<file path="src/rtl/cot_pkg.sv">
// Shared types for the constant off-time gate controller.
// Assumes: comparator bits are grouped into one vector in the order given by the index constants.
package cot_pkg;
    typedef enum logic [2:0] {
        ST_IDLE   = 3'd0,
        ST_DISCH  = 3'd1,
        ST_ON     = 3'd2,
        ST_OFF    = 3'd3,
        ST_CLWAIT = 3'd4
    } cot_state_e;

    // Bit positions inside the synchronized comparator vector
    localparam int CMP_OFF = 0;
    localparam int CMP_PK  = 1;
    localparam int CMP_CL  = 2;
    localparam int CMP_W   = 3;

    // Larger of two integers, used for counter sizing
    function automatic int imax(input int a, input int b);
        return (a > b) ? a : b;
    endfunction
endpackage

</file>
<file path="src/rtl/cot_sync.sv">
// Two-flop synchronizer bank, one chain per bit.
// Assumes: each bit is an independent level; no multi-bit coherency is needed.
module cot_sync #(
    parameter int W = 3
) (
    input  logic         clk_i,
    input  logic         rst_ni,
    input  logic [W-1:0] async_i,
    output logic [W-1:0] sync_o
);
    for (genvar g = 0; g < W; g++) begin : g_chain
        logic meta_q;
        logic stab_q;
        // Shift each bit through two flops; reset clears both
        always_ff @(posedge clk_i) begin
            if (!rst_ni) begin
                meta_q <= 1'b0;
                stab_q <= 1'b0;
            end else begin
                meta_q <= async_i[g];
                stab_q <= meta_q;
            end
        end
        assign sync_o[g] = stab_q;
    end
endmodule

</file>
<file path="src/rtl/cot_interval_ctr.sv">
// Cycle counter for the time spent in the present controller state.
// Assumes: clr_i is high on the edge where the state changes, so the count is 0 in a state's first cycle.
module cot_interval_ctr #(
    parameter int CW = 16
) (
    input  logic          clk_i,
    input  logic          rst_ni,
    input  logic          clr_i,
    output logic [CW-1:0] cnt_o
);
    localparam logic [CW-1:0] CNT_TOP = {CW{1'b1}};

    logic [CW-1:0] cnt_q;

    // Restart on a state change, otherwise count up and saturate
    always_ff @(posedge clk_i) begin
        if (!rst_ni || clr_i) begin
            cnt_q <= '0;
        end else if (cnt_q != CNT_TOP) begin
            cnt_q <= cnt_q + 1'b1;
        end
    end

    assign cnt_o = cnt_q;
endmodule

</file>
<file path="src/rtl/cot_seq_fsm.sv">
// Switching sequencer: discharge, on-time, off-time and current-limit recovery.
// Assumes: comparator bits are already synchronized; cnt_i counts cycles in the present state.
module cot_seq_fsm
    import cot_pkg::*;
#(
    parameter int BLANK_CYC  = 24,
    parameter int DIS_CYC    = 8,
    parameter int MAXOFF_CYC = 28000,
    parameter int CLREC_CYC  = 28000,
    parameter int CW         = 16
) (
    input  logic             clk_i,
    input  logic             rst_ni,
    input  logic             en_i,
    input  logic [CMP_W-1:0] cmp_i,
    input  logic [CW-1:0]    cnt_i,
    output cot_state_e       state_o,
    output logic             clr_o
);
    localparam logic [CW-1:0] DIS_LAST    = CW'(DIS_CYC - 1);
    localparam logic [CW-1:0] BLANK_END   = CW'(BLANK_CYC);
    localparam logic [CW-1:0] MAXOFF_LAST = CW'(MAXOFF_CYC - 1);
    localparam logic [CW-1:0] CLREC_LAST  = CW'(CLREC_CYC - 1);

    cot_state_e state_q;
    cot_state_e state_d;
    logic       unblanked;

    assign unblanked = (cnt_i >= BLANK_END);

    // Next-state selection; a low enable wins over everything else
    always_comb begin
        state_d = state_q;
        if (!en_i) begin
            state_d = ST_IDLE;
        end else begin
            unique case (state_q)
                ST_IDLE:   state_d = ST_DISCH;
                ST_DISCH:  if (cnt_i == DIS_LAST) state_d = ST_ON;
                ST_ON: begin
                    if (unblanked && cmp_i[CMP_CL])      state_d = ST_CLWAIT;
                    else if (unblanked && cmp_i[CMP_PK]) state_d = ST_OFF;
                end
                ST_OFF: begin
                    if (cmp_i[CMP_OFF])                  state_d = ST_DISCH;
                    else if (cnt_i == MAXOFF_LAST)       state_d = ST_DISCH;
                end
                ST_CLWAIT: if (cnt_i == CLREC_LAST) state_d = ST_DISCH;
                default:   state_d = ST_IDLE;
            endcase
        end
    end

    // State register with synchronous reset to idle
    always_ff @(posedge clk_i) begin
        if (!rst_ni) state_q <= ST_IDLE;
        else         state_q <= state_d;
    end

    assign clr_o   = (state_d != state_q);
    assign state_o = state_q;
endmodule

</file>
<file path="src/rtl/cot_gate_ctrl.sv">
// Top of the constant off-time hysteretic gate controller.
// Synchronizes the comparator bits, runs the sequencer with a shared state-time counter,
// and decodes the gate drive and capacitor discharge pulse from the state.
// Assumes: every interval parameter is at least 1; enable is already in the clock domain.
module cot_gate_ctrl
    import cot_pkg::*;
#(
    parameter int BLANK_CYC  = 24,
    parameter int DIS_CYC    = 8,
    parameter int MAXOFF_CYC = 28000,
    parameter int CLREC_CYC  = 28000
) (
    input  logic clk_i,
    input  logic rst_ni,
    input  logic en_i,
    input  logic pk_trip_i,
    input  logic cl_trip_i,
    input  logic off_trip_i,
    output logic gate_o,
    output logic dis_o
);
    localparam int LONGEST = imax(imax(MAXOFF_CYC, CLREC_CYC), imax(BLANK_CYC + 1, DIS_CYC));
    localparam int CW      = $clog2(LONGEST + 1) + 1;

    logic [CMP_W-1:0] cmp_raw;
    logic [CMP_W-1:0] cmp_s;
    logic [CW-1:0]    cnt;
    logic             clr;
    cot_state_e       state;

    assign cmp_raw[CMP_OFF] = off_trip_i;
    assign cmp_raw[CMP_PK]  = pk_trip_i;
    assign cmp_raw[CMP_CL]  = cl_trip_i;

    cot_sync #(.W(CMP_W)) u_sync (
        .clk_i   (clk_i),
        .rst_ni  (rst_ni),
        .async_i (cmp_raw),
        .sync_o  (cmp_s)
    );

    cot_interval_ctr #(.CW(CW)) u_ctr (
        .clk_i  (clk_i),
        .rst_ni (rst_ni),
        .clr_i  (clr),
        .cnt_o  (cnt)
    );

    cot_seq_fsm #(
        .BLANK_CYC  (BLANK_CYC),
        .DIS_CYC    (DIS_CYC),
        .MAXOFF_CYC (MAXOFF_CYC),
        .CLREC_CYC  (CLREC_CYC),
        .CW         (CW)
    ) u_fsm (
        .clk_i   (clk_i),
        .rst_ni  (rst_ni),
        .en_i    (en_i),
        .cmp_i   (cmp_s),
        .cnt_i   (cnt),
        .state_o (state),
        .clr_o   (clr)
    );

    assign gate_o = (state == ST_ON);
    assign dis_o  = (state == ST_DISCH);
endmodule

</file>
<file path="config.mk">
export PLATFORM = sky130hd
export DESIGN_NAME = cot_gate_ctrl
export DESIGN_NICKNAME = d
export VERILOG_FILES = /design/src/rtl/cot_pkg.sv /design/src/rtl/cot_sync.sv /design/src/rtl/cot_interval_ctr.sv /design/src/rtl/cot_seq_fsm.sv /design/src/rtl/cot_gate_ctrl.sv
export SDC_FILE = /design/constraint.sdc
export NUM_CORES = 1
export LEC_CHECK = 0
export CAP_MARGIN = 20
export CORE_ASPECT_RATIO = 2
export CORE_UTILIZATION = 50
export CTS_CLUSTER_SIZE = 16
export DETAILED_ROUTE_END_ITERATION = 12
export PLACE_DENSITY = 0.69
export SLEW_MARGIN = 20
export SYNTH_ARGS = -nofsm -noshare
export SYNTH_HDL_FRONTEND = slang
export SYNTH_SLANG_ARGS = --single-unit
</file>
<file path="constraint.sdc">
create_clock -name clk_i -period 2.5 [get_ports clk_i]
set_input_delay 0.25 -clock clk_i [delete_from_list [all_inputs] [get_ports clk_i]]
set_output_delay 0.25 -clock clk_i [all_outputs]
set_load 0.02 [all_outputs]
</file>
==> results of run 1 <==
## power groups by stage
stage / logic (mW) / registers, mW / clock network, mW
5_1_grt: 0.0548 / 0.416 / 0.247
3_3_place_gp: 0.0492 / 0.423 / 0
2_1_floorplan: 0.0361 / 0.420 / 0
3_5_place_dp: 0.0500 / 0.424 / 0
6_report: 0.0497 / 0.415 / 0.227
4_1_cts: 0.0502 / 0.415 / 0.237
## flip-flops by register name, indices dropped and copies added (netlist names)
signal                 cells
u_ctr.cnt_o               16
u_fsm.state_o              3
u_sync.g_chain.meta_q      3
u_sync.g_chain.stab_q      3
## per-stage QoR
step | setup WS, ns | instance area [sq um] | utilization
2_1_floorplan | 0.616 | 1350 | -
3_3_place_gp | 0.511 | 1440 | 0.566
3_5_place_dp | 0.439 | 1440 | 0.566
4_1_cts | 0.397 | 1480 | 0.584
5_1_grt | 0.207 | 1480 | 0.584
6_report | 0.384 | 1480 | 0.584
## area by class of cell
type                            instances  area share
Clock inverter                          1     0.00338
Tap cell                               28      0.0236
Inverter                                6      0.0152
Sequential cell                        25       0.338
Clock buffer                            3      0.0278
Timing Repair Buffer                    9      0.0574
Multi-Input combinational cell        122       0.535
## per-layer routing
metal / wire, microns / global-route usage / vias to the layer above
met3: 51 / 0.0175 / 2
met2: 1620 / 0.428 / 19
met1: 1060 / 0.218 / 566
met4: 27 / 0.0690 / 0
li1: - / - / 569
met5: 0 / 0 / -
## cell families after synthesis
group                      share of synthesized area
and+or+nand+nor                                0.353
DFF                                            0.372
xor gates and xnor gates                      0.0716
buffers and inverters                         0.0381
adders and majority gates                     0.0186
muxes                                         0.0149
AOI/OAI and AO/OA                              0.132
## worst min-delay path by stage
stage | endpoint | slack, ns | cells past startpoint
after detailed placement | u_sync.g_chain[2].stab_q | 0.43 | 1
after floorplan | u_sync.g_chain[0].meta_q | 0.37 | 1
final | u_sync.g_chain[2].stab_q | 0.45 | 1
after CTS | u_sync.g_chain[2].stab_q | 0.45 | 1
after global placement | u_sync.g_chain[2].stab_q | 0.43 | 1
after global routing | u_sync.g_chain[2].stab_q | 0.46 | 1
## cells in the final DEF (no fill, tap or decap), types with 2 or more instances in the layout
master	count
nor2_1	26
clkbuf_8	3
o21ai_0	6
and4_1	3
nand3b_1	2
xor2_1	6
nand3_1	9
and3_1	2
inv_1	6
a21oi_1	6
clkdlybuf4s50_1	7
mux2i_1	2
buf_4	2
and2_1	7
ha_1	2
dfxtp_1	25
a211oi_1	3
nand2_1	10
nor2_2	2
nor2b_1	2
xnor2_1	5
nand4_1	8
==> key figures, run 1 <==
Yosys
  • Seq/Total Area, Yosys: 0.372
  • Main synth FF type: dfxtp_1
  • YS warnings: 0
  • Synth Register Bits: 25
  • Post-synth EDFFs: 0
  • Post-Syn Nets: 166
  • Async SR Flop Fraction: 0
  • Largest area contributor in the netlist: dfxtp_1
  • Mapped Cells: 158
  • Avg Cell Area, Syn: 8.51 sq um
  • Area contributors post-synth: dfxtp_1, nor2_1, xor2_1
  • Count leader, synth: nor2_1
  • Netlist cell types: 44
  • Post-Syn Area: 0.00135 sq mm
  • Yosys top cell area share: 0.372
  • Commonest cells post-synth: nor2_1, dfxtp_1, nand2_1

Pwr
  • Power per cell area: 466 mW/mm^2
  • Clk pwr share: 0.329
  • Pint: 542 uW
  • Reg power frac: 0.600
  • Leak Pwr: 0.497 nW
  • Switching pwr: 150 uW
  • Net Sw Frac: 0.216
  • Total Power: 692 uW
  • Maximum VDD drop: 0.378 mV
  • Gate power share: 0.072

Worst setup path
  • CP top delay family: buffers and inverters
  • Crit Path Max Fanout: 10
  • Worst setup EP type: output port
  • Reg-to-reg slack, setup: 0.41 ns
  • Worst path bufs/invs: 2
  • Worst-path cell chain: inv_1, nor3_1, clkdlybuf4s50_1
  • CP startpoint: u_fsm.state_o[1]
  • Crit. path cell count: 3
  • FF-to-FF path depth: 7
  • CP Launch Type: flip-flop
  • RR Endpoint: u_ctr.cnt_o[10]
  • Setup CP Type: flip-flop to output port
  • Crit-path slowest cell: clkdlybuf4s50_1
  • Worst path arrival time: 1.87 ns
  • CP endpoint: gate_o
  • Reg2reg start: u_ctr.cnt_o[0]
  • Req. time, crit path: 2.25 ns
  • Worst path max stage delay: 0.65 ns

Floorplanning
  • Die Area: 0.00291 sq mm
  • Die H: 75.4 microns
  • Die width: 38.7 microns
  • Core area: 0.00254 sq mm
  • Cell Rows: 26
  • Initial cell density of the core: 0.530
  • I/O pin count: 8

Outcome
  • Status: finished clean

Timing
  • Worst slew margin: 0.652
  • RSZ-0062 raised after global routing: false
  • Max Clk Rate: 0.473 GHz
  • Final Max Tran Viols: 0
  • Slew at the pin closest to its max-slew limit: 0.515 ns
  • Period utilization: 0.846
  • Final setup viols: 0
  • WHS: 0.446 ns
  • Final min period: 2.12 ns
  • Setup TNS: 0 ns
  • Setup Skew: 0.00340 ns
  • Count of final hold-check violations: 0

Clock tree
  • Post-CTS sizing: 0
  • Clk_lat worst skew: 0.26 ns
  • H-tree depth reported by CTS: 1
  • Postcts setup bufs: 0
  • Clock buffer depth: 2
  • TritonCTS clock tree: yes
  • CTS sink count: 25
  • CTS buffer count: 3
  • Clock transition at path regs: 0.08 ns
  • Hold buffers post-CTS: 0
  • Root Driver: clkbuf_8

Global route
  • Pin count of the biggest net entering global routing: 17
  • Vias in the first global route: 1,106
  • Grt ovf: 0
  • Initial antenna violation count: 0
  • Aggregate global-route resource usage: 0.215
  • First-pass GRT wire length: 4550 microns

Final layout
  • Diodes inserted: 0
  • Share of layout cells above drive strength 1: 0.108
  • Area growth, synth to finish: 10.2%
  • Fin nets: 175
  • # fillers: 246
  • Multi-input gate area: 793 sq um
  • Post-Layout Cell Count: 194
  • Storage element area: 500 sq um

Route
  • Initial DRC count: 33
  • Vias per cell: 5.96
  • Initial DRT Pass Iterations: 4
  • Drt drc: 0
  • Final WL: 2760 microns
  • ANT nets after route: 0
  • Via Count: 1,156
  • Routed wire per std cell: 14.2 microns

Hold path
  • Worst hold path class: flip-flop to flip-flop
  • Hold path start: u_sync.g_chain[2].meta_q

Placement
  • Placed insts: 190
  • GPL Wtd Cong: 0.798
  • Port Buffer Count: 7
  • DP HPWL: 2160 microns

Flow run
  • MaxCap Viol Count: 0
Note: power is estimated with default switching activity, not from simulation.
==> run 2, diff against run 1 <==
Clock period 2.5 ns to 2.1 ns, I/O delays scaled along.
==> run 2 against run 1 <==
Compared with the run above: final area is 5.3% higher; power rose by 24%; utilization rose by 3.1 points; wire length rose by 7.7%; via count rose by 4.3%; first-iteration DRC count is 18% higher; combinational power rose by 52%; sequential cell count is the same; register-to-register slack worse by 0.25 ns; sequential share of layout area fell by 1.6 points; cell count rose by 4.1%; global-route usage is 1.1 points higher; largest power group unchanged.
==> key figures, run 2 (synthesis results as in run 1) <==
Outcome
  • Status: finished clean

Timing
  • Max Clk Rate: 0.504 GHz
  • Slew at the pin closest to its max-slew limit: 0.675 ns (+0.160 ns)
  • Final min period: 1.98 ns
  • Setup Skew: 0.00214 ns (-0.00126 ns)
  • Setup TNS: 0 ns (unchanged)
  • RSZ-0062 raised after global routing: false
  • Final setup viols: 0 (unchanged)
  • Final Max Tran Viols: 0 (unchanged)
  • Period utilization: 0.944
  • Count of final hold-check violations: 0 (unchanged)
  • WHS: 0.446 ns (-0.0000860 ns)
  • Worst slew margin: 0.544 (-0.108)

Clock tree
  • Clock transition at path regs: 0.09 ns (about the same)
  • Clock buffer depth: 2 (unchanged)
  • Root Driver: clkbuf_8
  • Hold buffers post-CTS: 0 (unchanged)
  • Clk_lat worst skew: 0.27 ns (about the same)
  • CTS sink count: 25 (unchanged)
  • CTS buffer count: 3 (unchanged)
  • H-tree depth reported by CTS: 1 (unchanged)
  • TritonCTS clock tree: yes

Floorplanning
  • Die H: 75.4 microns (unchanged)
  • I/O pin count: 8 (unchanged)
  • Cell Rows: 26 (unchanged)
  • Die width: 38.7 microns (unchanged)
  • Core area: 0.00254 sq mm (unchanged)
  • Die Area: 0.00291 sq mm (unchanged)
  • Initial cell density of the core: 0.530 (unchanged)

Final layout
  • Diodes inserted: 0 (unchanged)
  • # fillers: 235 (-4.5%)
  • Design Area, Final: 0.00156 sq mm (+5.3%)
  • Largest register FFs: 16 (unchanged)
  • Multi-input gate area: 796 sq um (+0.32%)
  • Fin nets: 183 (+4.6%)
  • Post-Layout Cell Count: 202 (+4.1%)
  • Share of layout cells above drive strength 1: 0.161 (+0.0525)
  • Commonest non-fill, non-tap cell in the layout: nor2_1
  • Area growth, synth to finish: 16.1%
  • Storage element area: 502 sq um (+0.25%)
  • Most frequent cells in the layout: nor2_1, dfxtp_1, nand2_1, nand3_1, buf_4

Pwr
  • Maximum VDD drop: 0.412 mV (+9.0%)
  • Power per cell area: 548 mW/mm^2 (+18%)
  • Leak Pwr: 0.542 nW (+8.9%)

Placement
  • Placed cell area: 0.00149 sq mm (+3.7%)
  • Placed insts: 197 (+3.7%)
  • GPL Wtd Cong: 0.818 (+2.4%)
  • DP HPWL: 2300 microns (+6.2%)
  • Port Buffer Count: 7 (unchanged)

Worst setup path
  • RR Endpoint: u_ctr.cnt_o[13]
  • CP top delay family: buffers and inverters
  • Req. time, crit path: 1.89 ns (-0.36 ns)
  • Crit-path slowest cell: clkdlybuf4s50_1
  • CP endpoint: gate_o
  • Worst setup EP type: output port
  • Reg-to-reg slack, setup: 0.16 ns (-0.25 ns)
  • Setup CP Type: flip-flop to output port
  • Crit. path cell count: 3 (unchanged)
  • Worst path bufs/invs: 2 (unchanged)
  • Crit Path Max Fanout: 10 (unchanged)
  • Worst path arrival time: 1.77 ns (-0.10 ns)
  • Worst-path cell chain: inv_1, nor3_1, clkdlybuf4s50_1
  • CP Launch Type: flip-flop
  • FF-to-FF path depth: 8 (+1)
  • Worst path max stage delay: 0.65 ns (about the same)
  • CP startpoint: u_fsm.state_o[1]
  • Reg2reg start: u_ctr.cnt_o[1]

Route
  • Routed wire per std cell: 14.7 microns (+3.5%)
  • Initial DRC count: 39 (+18%)
  • Initial DRT Pass Iterations: 4 (unchanged)
  • ANT nets after route: 0 (unchanged)
  • Final WL: 2970 microns (+7.7%)
  • Drt drc: 0 (unchanged)
  • Via Count: 1,206 (+4.3%)
  • Vias per cell: 5.97 (+0.19%)

Flow run
  • MaxCap Viol Count: 0 (unchanged)

Global route
  • Vias in the first global route: 1,175 (+6.2%)
  • Grt ovf: 0 (unchanged)
  • First-pass GRT wire length: 4710 microns (+3.5%)
  • Pin count of the biggest net entering global routing: 17 (unchanged)
  • Aggregate global-route resource usage: 0.226 (+0.0113)
  • Initial antenna violation count: 0 (unchanged)

Hold path
  • Worst hold path class: flip-flop to flip-flop
-- run 2: cell types whose count changed in the layout (fill, tap and decap cells not counted) --
cell        previous run  this run
buf_12                 0         1
dfxtp_2                0         1
buf_4                  2         9
nor2_1                26        25
clkinv_2               1         0
clkinvlp_4             0         1
nor2_2                 2         3
dfxtp_1               25        24
-- run 2: report_power, final --
| group | total [mW] | internal, mW | leakage, nW | switching [mW] |
|---|---|---|---|---|
| combinational | 0.0756 | 0.0404 | 0.316 | 0.0352 |
| sequential | 0.491 | 0.484 | 0.204 | 0.00703 |
| clock | 0.290 | 0.134 | 0.0217 | 0.155 |
-- run 2: how the worst min path moves through the flow --
| stage | startpoint | endpoint | cells after the start |
|---|---|---|---|
| finish | u_sync.g_chain[1].meta_q | u_sync.g_chain[1].stab_q | 1 |
| global route | u_sync.g_chain[1].meta_q | u_sync.g_chain[1].stab_q | 1 |
| CTS | u_sync.g_chain[1].meta_q | u_sync.g_chain[1].stab_q | 1 |
| detailed placement | u_sync.g_chain[1].meta_q | u_sync.g_chain[1].stab_q | 1 |
| global placement | u_sync.g_chain[2].meta_q | u_sync.g_chain[2].stab_q | 1 |
| floorplan | rst_ni | u_sync.g_chain[0].meta_q | 1 |
-- run 2: cell type report --
type | count | share of cell area
repair buffers | 17 | 0.101
multi-input cells | 122 | 0.510
clock inverters | 1 | 0.00481
clock buffers | 3 | 0.0264
well taps | 28 | 0.0224
inverters | 6 | 0.0144
flip-flops and latches | 25 | 0.321
-- run 2: worst reg2reg max path, delay by kind of cell (launching register included) --
family	cells	cell delay [ns]
AOI/OAI and AO/OA	3	0.46
adders and majority gates	1	0.17
buffers and inverters	1	0.17
DFF	1	0.37
and+or+nand+nor	3	0.65
-- run 2: layer usage --
| layer | track usage | part of all wire |
|---|---|---|
| met1 | 0.194 | 0.35 |
| met2 | 0.426 | 0.56 |
| met3 | 0.0496 | 0.038 |
| met4 | 0.153 | 0.049 |
| met5 | 0 | 0 |
-- run 2: per-stage QoR --
stage / power [mW] / util / worst slack, ns
floorplan: 0.543 / - / 0.216
global placement: 0.568 / 0.587 / 0.146
detailed placement: 0.571 / 0.587 / 0.0611
CTS: 0.855 / 0.606 / 0.00897
global route: 0.886 / 0.615 / 0.0275
finish: 0.856 / 0.615 / 0.118
-- run 2: timing repair --
action	in CTS	in global routing
endpoints found under the setup margin	0	9
setup buffers	0	1
resized for setup	0	2
hold endpoints to repair	0	0
==> run 3, diff against run 2 <==
Settings changed: PLACE_DENSITY 0.69 to 0.71, SKIP_CTS_REPAIR_TIMING set to 1.
Clock period 2.1 ns to 1.8 ns, I/O delays scaled along.
==> run 3 against run 2 <==
Compared with the run above: the flow now finishes with violations (setup timing); sequential share of layout area is 4.4 points lower; worst setup slack worse by 0.15 ns; cell count is 13% higher; final area is 17% higher; clock power is 12% higher; critical path type is now flip-flop to flip-flop; largest cell class unchanged.
==> key figures, run 3 (synthesis results as in run 1) <==
Timing
  • Worst slew margin: 0.676 (+0.132)
  • Period utilization: 1.02
  • WHS: 0.444 ns (-0.00202 ns)
  • Final min period: 1.83 ns
  • Final Max Tran Viols: 0 (unchanged)
  • Count of final hold-check violations: 0 (unchanged)
  • Slew at the pin closest to its max-slew limit: 0.480 ns (-0.196 ns)
  • Setup Skew: 0.00290 ns (+0.000754 ns)
  • Final setup viols: 16 (+16)
  • Worst Setup Slack, final: -0.0287 ns (-0.146 ns)
  • RSZ-0062 raised after global routing: true
  • Max Clk Rate: 0.547 GHz

Route
  • Initial DRC count: 38 (-2.6%)
  • Final WL: 3500 microns (+18%)
  • Drt drc: 0 (unchanged)
  • Initial DRT Pass Iterations: 5 (+1)
  • Via Count: 1,312 (+8.8%)
  • Vias per cell: 5.75 (-3.6%)
  • ANT nets after route: 0 (unchanged)
  • Routed wire per std cell: 15.3 microns (+4.2%)

Clock tree
  • Root Driver: clkbuf_8
  • Clock buffer depth: 2 (unchanged)
  • Clock transition at path regs: 0.08 ns (about the same)
  • H-tree depth reported by CTS: 1 (unchanged)
  • Clk_lat worst skew: 0.26 ns (about the same)
  • TritonCTS clock tree: yes
  • CTS sink count: 25 (unchanged)
  • CTS buffer count: 3 (unchanged)

Outcome
  • Failing checks: setup timing
  • Status: complete, but fails checks

Placement
  • GPL Wtd Cong: 0.745 (-8.9%)
  • DP HPWL: 2720 microns (+19%)
  • Port Buffer Count: 7 (unchanged)

Final layout
  • Most frequent cells in the layout: buf_4, nor2_1, dfxtp_1, nand2_1, nand3_1
  • Share of layout cells above drive strength 1: 0.300 (+0.139)
  • Fin nets: 209 (+14%)
  • Largest register FFs: 16 (unchanged)
  • Commonest non-fill, non-tap cell in the layout: buf_4
  • Diodes inserted: 0 (unchanged)
  • Area growth, synth to finish: 35.5%
  • Layout Utilization: 0.718 (+0.103)

Flow run
  • MaxCap Viol Count: 0 (unchanged)

Worst setup path
  • Req. time, crit path: 1.96 ns (+0.07 ns)
  • Worst setup EP type: flip-flop
  • Setup CP Type: flip-flop to flip-flop
  • Worst path arrival time: 1.99 ns (+0.22 ns)
  • Crit Path Max Fanout: 16 (+6)
  • CP Launch Type: flip-flop

Floorplanning
  • Die Area: 0.00291 sq mm (unchanged)
  • Cell Rows: 26 (unchanged)
  • Core area: 0.00254 sq mm (unchanged)
  • Initial cell density of the core: 0.530 (unchanged)
  • I/O pin count: 8 (unchanged)
  • Die H: 75.4 microns (unchanged)
  • Die width: 38.7 microns (unchanged)

Pwr
  • Total Power: 1000 uW (+17%)
  • Leak Pwr: 0.717 nW (+32%)
  • Power per cell area: 548 mW/mm^2 (about the same)
  • Maximum VDD drop: 0.307 mV (-25%)

Global route
  • Pin count of the biggest net entering global routing: 17 (unchanged)
  • Aggregate global-route resource usage: 0.254 (+0.0273)
  • Grt ovf: 0 (unchanged)
  • First-pass GRT wire length: 5330 microns (+13%)
  • Initial antenna violation count: 0 (unchanged)
  • Vias in the first global route: 1,335 (+14%)

Hold path
  • Worst hold path class: flip-flop to flip-flop
==> run 3: per-stage QoR <==
step / cells / cell area (sq um) / setup slack [ns] / setup TNS [ns]
final: 228 / 1820 / -0.0287 / -0.289
after global placement: 223 / 1720 / -0.0285 / -0.0285
after global routing: 228 / 1820 / -0.118 / -1.64
after floorplan: 158 / 1360 / 0.0391 / 0
after CTS: 227 / 1770 / -0.118 / -0.583
after detailed placement: 223 / 1720 / -0.113 / -0.604
==> run 3: cell type report <==
class / count / area [sq um]
clock buffer: 4 / 45.0
fill: 202 / 714
inverter: 6 / 22.5
multi-input combinational: 122 / 845
sequential: 25 / 505
tap: 28 / 35.0
timing repair buffer: 43 / 370
==> run 3: power by group <==
group / switching (mW) / internal, mW
logic: 0.0470 / 0.0538
registers: 0.00884 / 0.565
clock network: 0.167 / 0.158
==> run 3: worst paths after layout <==
kind | startpoint | end | slack, ns | depth (start not counted)
setup / recovery | u_ctr.cnt_o[1] | u_ctr.cnt_o[0] | -0.03 | 8
hold / removal | u_sync.g_chain[2].meta_q | u_sync.g_chain[2].stab_q | 0.44 | 1
setup reg to reg | u_ctr.cnt_o[1] | u_ctr.cnt_o[0] | -0.03 | 8
hold reg to reg | u_sync.g_chain[2].meta_q | u_sync.g_chain[2].stab_q | 0.44 | 1
==> run 3: critical path, cell delays in order, from the launching register on <==
cell	delay [ns]
dfxtp_2	0.36
ha_4	0.14
and4_1	0.23
nand4_2	0.12
and4b_1	0.24
a211o_2	0.31
o211ai_4	0.10
buf_12	0.17
nor2_1	0.06
==> run 3: metal layers <==
| layer | part of all wire | wire length [microns] | track usage | up-vias |
|---|---|---|---|---|
| li1 | - | - | - | 637 |
| met1 | 0.35 | 1210 | 0.206 | 636 |
| met2 | 0.61 | 2140 | 0.530 | 33 |
| met3 | 0.021 | 74 | 0.0292 | 6 |
| met4 | 0.020 | 70 | 0.123 | 0 |
| met5 | 0 | 0 | 0 | - |
